File: config.mk
export PLATFORM = sky130hd
export DESIGN_NAME = muladd_twin_half
export DESIGN_NICKNAME = d
export VERILOG_FILES = /design/src/rtl/mth_pkg.sv /design/src/rtl/mth_xop_match.sv /design/src/rtl/mth_r4_engine.sv /design/src/rtl/mth_sequencer.sv /design/src/rtl/muladd_twin_half.sv
export SDC_FILE = /design/constraint.sdc
export NUM_CORES = 1
export LEC_CHECK = 0
export BUFFER_PORTS_ARGS = -buffer_cell sky130_fd_sc_hd__buf_2
export CAP_MARGIN = 20
export CORE_AREA = 4 4 304 246
export CTS_CLUSTER_SIZE = 24
export DETAILED_ROUTE_END_ITERATION = 12
export DIE_AREA = 0 0 308 250
export GPL_TIMING_DRIVEN = 0
export PLACE_DENSITY = 0.68
export SYNTH_ARGS = -nofsm -noshare
export SYNTH_HDL_FRONTEND = slang
export SYNTH_SLANG_ARGS = --single-unit
File: constraint.sdc
create_clock -name clk -period 19.1 [get_ports clk]
set_input_delay 0.955 -clock clk [delete_from_list [all_inputs] [get_ports clk]]
set_output_delay 0.955 -clock clk [all_outputs]
set_load 0.01 [all_outputs]
File: src/rtl/mth_pkg.sv
`timescale 1ns/1ps
package mth_pkg;
  localparam logic [5:0] XOP_MADD_TWIN = 6'b110010;

  typedef enum logic [1:0] {
    ST_IDLE = 2'd0,
    ST_RUN  = 2'd1,
    ST_HOLD = 2'd2
  } mth_state_e;
endpackage

File: src/rtl/mth_xop_match.sv
`timescale 1ns/1ps
module mth_xop_match #(
  parameter int         XW    = 6,
  parameter logic [XW-1:0] MATCH = '0
) (
  input  logic [XW-1:0] xop,
  output logic          hit
);
  always_comb hit = (xop == MATCH);
endmodule

File: src/rtl/mth_r4_engine.sv
`timescale 1ns/1ps
module mth_r4_engine #(
  parameter int DW = 64
) (
  input  logic          clk,
  input  logic          rst_n,
  input  logic          load,
  input  logic          step,
  input  logic [DW-1:0] a,
  input  logic [DW-1:0] b,
  input  logic [DW-1:0] c,
  output logic [DW-1:0] lo,
  output logic [DW-1:0] hi
);
  localparam int PW = 2 * DW;

  logic [PW-1:0] acc_q, acc_d;
  logic [PW-1:0] mc_q, mc_d;
  logic [DW-1:0] mp_q, mp_d;
  logic [PW-1:0] addend;
  logic [PW:0]   sum;

  // radix-4 digit select: 0, 1x, 2x or 3x of the shifted multiplicand
  always_comb begin
    case (mp_q[1:0])
      2'd0:    addend = '0;
      2'd1:    addend = mc_q;
      2'd2:    addend = mc_q << 1;
      default: addend = mc_q + (mc_q << 1);
    endcase
    sum = {1'b0, acc_q} + {1'b0, addend};
  end

  always_comb begin
    acc_d = acc_q;
    mc_d  = mc_q;
    mp_d  = mp_q;
    if (load) begin
      acc_d = {{DW{1'b0}}, c};
      mc_d  = {{DW{1'b0}}, a};
      mp_d  = b;
    end else if (step) begin
      acc_d = sum[PW-1:0];
      mc_d  = mc_q << 2;
      mp_d  = mp_q >> 2;
    end
  end

  always_ff @(posedge clk) begin
    if (load || step) begin
      acc_q <= acc_d;
      mc_q  <= mc_d;
      mp_q  <= mp_d;
    end
  end

  assign lo = acc_q[DW-1:0];
  assign hi = acc_q[PW-1:DW];

  // partial sums never leave the 128-bit range
  a_r9_no_overflow: assert property (@(posedge clk) disable iff (!rst_n)
    step |-> !sum[PW]);
endmodule

File: src/rtl/mth_sequencer.sv
`timescale 1ns/1ps
module mth_sequencer
  import mth_pkg::*;
#(
  parameter int ITER = 32
) (
  input  logic clk,
  input  logic rst_n,
  input  logic in_valid,
  input  logic op_ok,
  input  logic out_ready,
  output logic in_ready,
  output logic out_valid,
  output logic load,
  output logic step
);
  localparam int CW = (ITER > 1) ? $clog2(ITER) : 1;
  localparam logic [CW-1:0] LAST = CW'(ITER - 1);

  mth_state_e st_q, st_d;
  logic [CW-1:0] cnt_q, cnt_d;

  assign in_ready  = (st_q == ST_IDLE);
  assign out_valid = (st_q == ST_HOLD);
  assign load      = in_valid && in_ready && op_ok;
  assign step      = (st_q == ST_RUN);

  always_comb begin
    st_d  = st_q;
    cnt_d = cnt_q;
    case (st_q)
      ST_IDLE: if (load) begin
        st_d  = ST_RUN;
        cnt_d = '0;
      end
      ST_RUN: begin
        if (cnt_q == LAST) st_d = ST_HOLD;
        else               cnt_d = cnt_q + 1'b1;
      end
      ST_HOLD: if (out_ready) st_d = ST_IDLE;
      default: st_d = ST_IDLE;
    endcase
  end

  always_ff @(posedge clk or negedge rst_n) begin
    if (!rst_n) begin
      st_q  <= ST_IDLE;
      cnt_q <= '0;
    end else begin
      st_q  <= st_d;
      cnt_q <= cnt_d;
    end
  end

  a_r5_accept_blocks: assert property (@(posedge clk) disable iff (!rst_n)
    load |=> (!in_ready && !out_valid));

  a_r7_foreign_dropped: assert property (@(posedge clk) disable iff (!rst_n)
    (in_valid && in_ready && !op_ok) |=> (in_ready && !out_valid));

  a_r10_release: assert property (@(posedge clk) disable iff (!rst_n)
    (out_valid && out_ready) |=> (!out_valid && in_ready));
endmodule

File: src/rtl/muladd_twin_half.sv
`timescale 1ns/1ps
module muladd_twin_half
  import mth_pkg::*;
#(
  parameter int DW = 64,
  parameter int XW = 6,
  parameter int RW = 5
) (
  input  logic          clk,
  input  logic          rst_n,
  input  logic          in_valid,
  output logic          in_ready,
  input  logic [XW-1:0] in_xop,
  input  logic [RW-1:0] in_rd,
  input  logic [DW-1:0] in_a,
  input  logic [DW-1:0] in_b,
  input  logic [DW-1:0] in_c,
  output logic          out_valid,
  input  logic          out_ready,
  output logic [DW-1:0] out_lo,
  output logic [DW-1:0] out_hi,
  output logic [RW-1:0] out_rd_lo,
  output logic [RW-1:0] out_rd_hi
);
  localparam int ITER = DW / 2;

  logic op_ok, load, step;
  logic [RW-1:0] rd_q;

  mth_xop_match #(.XW(XW), .MATCH(XW'(XOP_MADD_TWIN))) u_match (
    .xop (in_xop),
    .hit (op_ok)
  );

  mth_sequencer #(.ITER(ITER)) u_seq (
    .clk       (clk),
    .rst_n     (rst_n),
    .in_valid  (in_valid),
    .op_ok     (op_ok),
    .out_ready (out_ready),
    .in_ready  (in_ready),
    .out_valid (out_valid),
    .load      (load),
    .step      (step)
  );

  mth_r4_engine #(.DW(DW)) u_eng (
    .clk   (clk),
    .rst_n (rst_n),
    .load  (load),
    .step  (step),
    .a     (in_a),
    .b     (in_b),
    .c     (in_c),
    .lo    (out_lo),
    .hi    (out_hi)
  );

  always_ff @(posedge clk) begin
    if (load) rd_q <= in_rd;
  end

  assign out_rd_lo = rd_q;
  assign out_rd_hi = rd_q + RW'(1);

  a_r6_hold_stable: assert property (@(posedge clk) disable iff (!rst_n)
    (out_valid && !out_ready) |=> (out_valid && $stable(out_lo) && $stable(out_hi)
                                   && $stable(out_rd_lo) && $stable(out_rd_hi)));
endmodule

==> flow_summary.toml <==
[status]
run_status = "finished clean"

[cells_and_area]
finish.net_count = 4901
share_of_cells_above_drive_strength_1_pct = 11.4
finish.cell_count_without_fillers = 5400
synthToLayoutAreaGrowth_pct = 14.3

[detailed_routing]
wl_per_cell_um = 22.1
postRouteWirelength_um = 119000
vias_after_detailed_routing = 32000
antenna_left = 0
detail_route.drc_violations = 0
first_pass_iters = 8
detail_routed_via_count_per_cell = 5.92
detailedRoute.firstIterationViolations = 3014

[yosys]
avgSynthCellArea_um2 = 7.99
post_syn_nets = 4495
yosys.area_share.simple_pct = 21.6
synth_adder_area_share_pct = 10.7
seq_area_frac_synth_pct = 31.0
yosys_most_used_dff = "sky130_fd_sc_hd__edfxtp_1"
synth_compound_gate_area_share_pct = 24.2
synthesis.yosys.warnings = 0
syn_area_mm2 = 0.0321
synthXorXnorAreaFrac_pct = 6.39
postSynthRegisterBits = 332
postSynth.asyncResetShare_pct = 2.11
synthDistinctLibCells = 91
count_of_flip_flops_with_a_built_in_enable_after_synthesis = 325
gate_count_after_technology_mapping = 4014
largest_family_of_logic_cells_by_synthesized_area = "compound AO/OA/AOI/OAI gates"
synth.mux.area_fraction_pct = 2.37

[clock_tree]
tritoncts = "yes"
cts_max_level = 2
ctsResizeCount = 0
postCtsSetupRepairBufs = 0
clkLatencyLatePin_ns = 0.61
clkSlewWorstSetupHoldPaths_ns = 0.06
cts.path.max_buffers = 3
number_of_buffers_inserted_during_clock_tree_synthesis = 41
cts_hold_buf = 0
clock_sinks = 332
clock-root-buffer = "sky130_fd_sc_hd__clkbuf_16"

[global_routing]
grt_first_pass_wirelength_um = 178000
grt_antenna_before_repair = 3
global_route.overflow_total = 0
grt_usage_pct = 29.8
grt_start_max_net_pins = 70
first_global_vias = 29800

[setup_path]
timing.critical_path.from = "u_eng.mc_q[23]"
cp-endpoint = "u_eng.acc_q[122]"
worst_r2r_path_depth = 24
worst-endpoint-arrival_ns = 8.71
worst-path-stages = 24
regToRegSetupSlack_ns = 10.71
timing.critical_path.to_type = "flip-flop"
crit-reg2reg-launch = "u_eng.mc_q[23]"
delay_of_the_slowest_cell_on_the_worst_path_ns = 0.61
crit_chain = "ha_1 -> and3_1 -> nand4_1 -> or4b_1 -> o22ai_1 -> nor2_1 -> o21ai_1 -> a31oi_1 -> o21ai_0 -> xor2_1 -> mux2i_1 -> o21ai_0 -> ha_1 -> clkbuf_1 -> nand4_1 -> nor3_1 -> o2111ai_1 -> and3_4 -> o41ai_4 -> a31oi_1 -> o41ai_2 -> a21oi_1 -> xor2_1 -> nor2_1"
cpMaxStageDelayCell = "sky130_fd_sc_hd__o41ai_4"
worst_path_max_fanout = 7
worst_path_dominant_cell_family = "compound AO/OA/AOI/OAI gates"
startpoint_type = "flip-flop"
r2r-end = "u_eng.acc_q[122]"
critical_path_data_required_time_ns = 19.42
criticalPathCategory = "flip-flop to flip-flop"
count_of_buffer_and_inverter_cells_on_the_critical_path = 1

[placed_design]
gp_congestion = 0.969
numPortBuffers = 346
place.detailed.hpwl_um = 94600
worst_case_setup_slack_after_placement_ns = 11.14
placed_cells = 5317

[floorplan]
floorplan.die_area_mm2 = 0.0770
start_util_pct = 44.7
dieHeight_um = 250
placementRows = 88
die_wd_um = 308
design.core.area_mm2 = 0.0717
num_io_pins = 347

[power]
ir_drop_mv = 0.0844
power_w = 0.00615
p_leak_nw = 15.5
powerDensity_mw_per_mm2 = 168

[timing]
finalSetupViolCount = 0
maxSlewViolCount = 0
timing.final.crit_period_ns = 8.39
final_hold_slack_ns = 0.177
timing.final.ws_setup_ns = 10.71
maxClockFrequency_mhz = 119
sum_of_negative_setup_slack_ns = 0
timing.max_slew.rel_slack_pct = 19.1
setup_repair_after_global_routing_missed_its_margin = "no"
period_share_pct = 43.9
final-hold-violation-count = 0
skew_ns = 0.0260
worstMarginPinSlew_ns = 1.21

[run]
max_cap_viols = 0

[hold_path]
hold_class = "primary input to async pin"
layout by cell type, fill, tap and decap left out, drive strengths merged, types with 23 or more instances in the layout:
cell type / netlist / final
nand3: 55 / 55
nand2: 747 / 747
o21ai: 318 / 318
buf: 36 / 399
xor2: 90 / 90
a21o: 143 / 143
inv: 78 / 80
and2: 79 / 79
and3: 27 / 27
a211oi: 23 / 23
clkbuf: 194 / 244
a31oi: 51 / 51
a21oi: 433 / 433
nand2b: 37 / 37
edfxtp: 325 / 325
o21a: 33 / 33
nor3: 51 / 51
nor2b: 24 / 24
o21bai: 76 / 76
o31ai: 24 / 24
nand4: 124 / 124
ha: 272 / 272
mux2i: 76 / 76
nor2: 315 / 315
a22oi: 40 / 40
xnor2: 144 / 144
layer usage:
layer / share of wire (%) / GRT usage (%)
met5: 0 / 0
met4: 3.1 / 8.71
met3: 10 / 7.84
met2: 42 / 44.2
met1: 45 / 42.6
logic make-up after synthesis:
| group | Yosys count |
|---|---|
| AND/OR/NAND/NOR | 1532 |
| AO/OA/AOI/OAI | 1256 |
| flip-flops | 332 |
| buffers and inverters | 310 |
| adder cells (fa/ha/maj) | 274 |
| XOR/XNOR | 234 |
| multiplexers | 76 |
worst min-delay path by stage:
stage | end | slack [ns] | cells past startpoint
finish | u_seq.cnt_q[2] | 0.18 | 1
CTS | u_seq.st_q[0] | 0.14 | 1
floorplan | u_seq.cnt_q[4] | 0.46 | 2
global route | u_seq.st_q[0] | 0.17 | 1
global placement | u_seq.cnt_q[4] | 0.47 | 2
detailed placement | u_eng.mp_q[9] | 0.50 | 2
flip-flops by register name (all words and copies together) (netlist names):
register     cells
out_rd_lo        5
u_eng.acc_q    128
u_eng.mc_q     128
u_seq.st_q       2
u_seq.cnt_q      5
u_eng.mp_q      64
metrics by stage:
| step | cell area (um^2) | util (%) |
|---|---|---|
| after floorplan | 32100 | - |
| after global placement | 35000 | 48.8 |
| after detailed placement | 35200 | 49.1 |
| after CTS | 36600 | 51.0 |
| after global routing | 36600 | 51.1 |
| final | 36600 | 51.1 |
Yosys cell counts (11+ instances only):
cell type | n | area share, %
sky130_fd_sc_hd__a21oi_1 | 431 | 6.7
sky130_fd_sc_hd__nand2b_1 | 37 | 0.72
sky130_fd_sc_hd__buf_1 | 11 | 0.13
sky130_fd_sc_hd__and2_1 | 79 | 1.5
sky130_fd_sc_hd__a211oi_1 | 21 | 0.49
sky130_fd_sc_hd__ha_1 | 272 | 11
sky130_fd_sc_hd__nor3_1 | 49 | 0.76
sky130_fd_sc_hd__or3_1 | 15 | 0.29
sky130_fd_sc_hd__a21o_1 | 143 | 3.3
sky130_fd_sc_hd__nand2_1 | 746 | 8.7
sky130_fd_sc_hd__o31ai_1 | 19 | 0.44
sky130_fd_sc_hd__a22oi_1 | 40 | 0.94
sky130_fd_sc_hd__mux2i_1 | 76 | 2.4
sky130_fd_sc_hd__inv_1 | 78 | 0.91
sky130_fd_sc_hd__nor4_1 | 14 | 0.27
sky130_fd_sc_hd__a221oi_1 | 16 | 0.44
sky130_fd_sc_hd__nand4_1 | 124 | 2.4
sky130_fd_sc_hd__o21a_1 | 33 | 0.77
sky130_fd_sc_hd__edfxtp_1 | 325 | 30
sky130_fd_sc_hd__xor2_1 | 90 | 2.5
sky130_fd_sc_hd__clkbuf_1 | 190 | 2.2
sky130_fd_sc_hd__buf_2 | 25 | 0.39
sky130_fd_sc_hd__nor2b_1 | 24 | 0.47
sky130_fd_sc_hd__a31oi_1 | 50 | 0.98
sky130_fd_sc_hd__o21bai_1 | 75 | 1.8
sky130_fd_sc_hd__nor2_1 | 315 | 3.7
sky130_fd_sc_hd__xnor2_1 | 144 | 3.9
sky130_fd_sc_hd__o21ai_0 | 307 | 4.8
sky130_fd_sc_hd__nand3_1 | 55 | 0.86
sky130_fd_sc_hd__and3_1 | 26 | 0.51
report_power, final:
group	switching, W	internal (W)	total [W]
clock	0.000350	0.000457	0.000807
sequential	0.000185	0.00120	0.00138
combinational	0.00248	0.00148	0.00396
total	0.00302	0.00313	0.00615
layout make-up:
type	instances	area [um^2]
Clock buffer	50	1070
Fill cell	7069	35000
Antenna cell	3	7.51
Inverter	80	300
Multi-Input combinational cell	3372	20900
Clock inverter	25	272
Sequential cell	332	9930
Buffer	230	901
Timing Repair Buffer	363	2040
Tap cell	945	1180
worst register-to-register path, cell delays in order (launching register included):
cell                        delay, ns
sky130_fd_sc_hd__edfxtp_1        0.49
sky130_fd_sc_hd__ha_1            0.45
sky130_fd_sc_hd__and3_1          0.30
sky130_fd_sc_hd__nand4_1         0.27
sky130_fd_sc_hd__or4b_1          0.54
sky130_fd_sc_hd__o22ai_1         0.40
sky130_fd_sc_hd__nor2_1          0.23
sky130_fd_sc_hd__o21ai_1         0.40
sky130_fd_sc_hd__a31oi_1         0.25
sky130_fd_sc_hd__o21ai_0         0.25
sky130_fd_sc_hd__xor2_1          0.20
sky130_fd_sc_hd__mux2i_1         0.09
sky130_fd_sc_hd__o21ai_0         0.32
sky130_fd_sc_hd__ha_1            0.17
sky130_fd_sc_hd__clkbuf_1        0.25
sky130_fd_sc_hd__nand4_1         0.30
sky130_fd_sc_hd__nor3_1          0.49
sky130_fd_sc_hd__o2111ai_1       0.33
sky130_fd_sc_hd__and3_4          0.33
sky130_fd_sc_hd__o41ai_4         0.62
sky130_fd_sc_hd__a31oi_1         0.39
sky130_fd_sc_hd__o41ai_2         0.52
sky130_fd_sc_hd__a21oi_1         0.26
sky130_fd_sc_hd__xor2_1          0.20
sky130_fd_sc_hd__nor2_1          0.05
No activity file was read; power rests on OpenSTA's default activity.
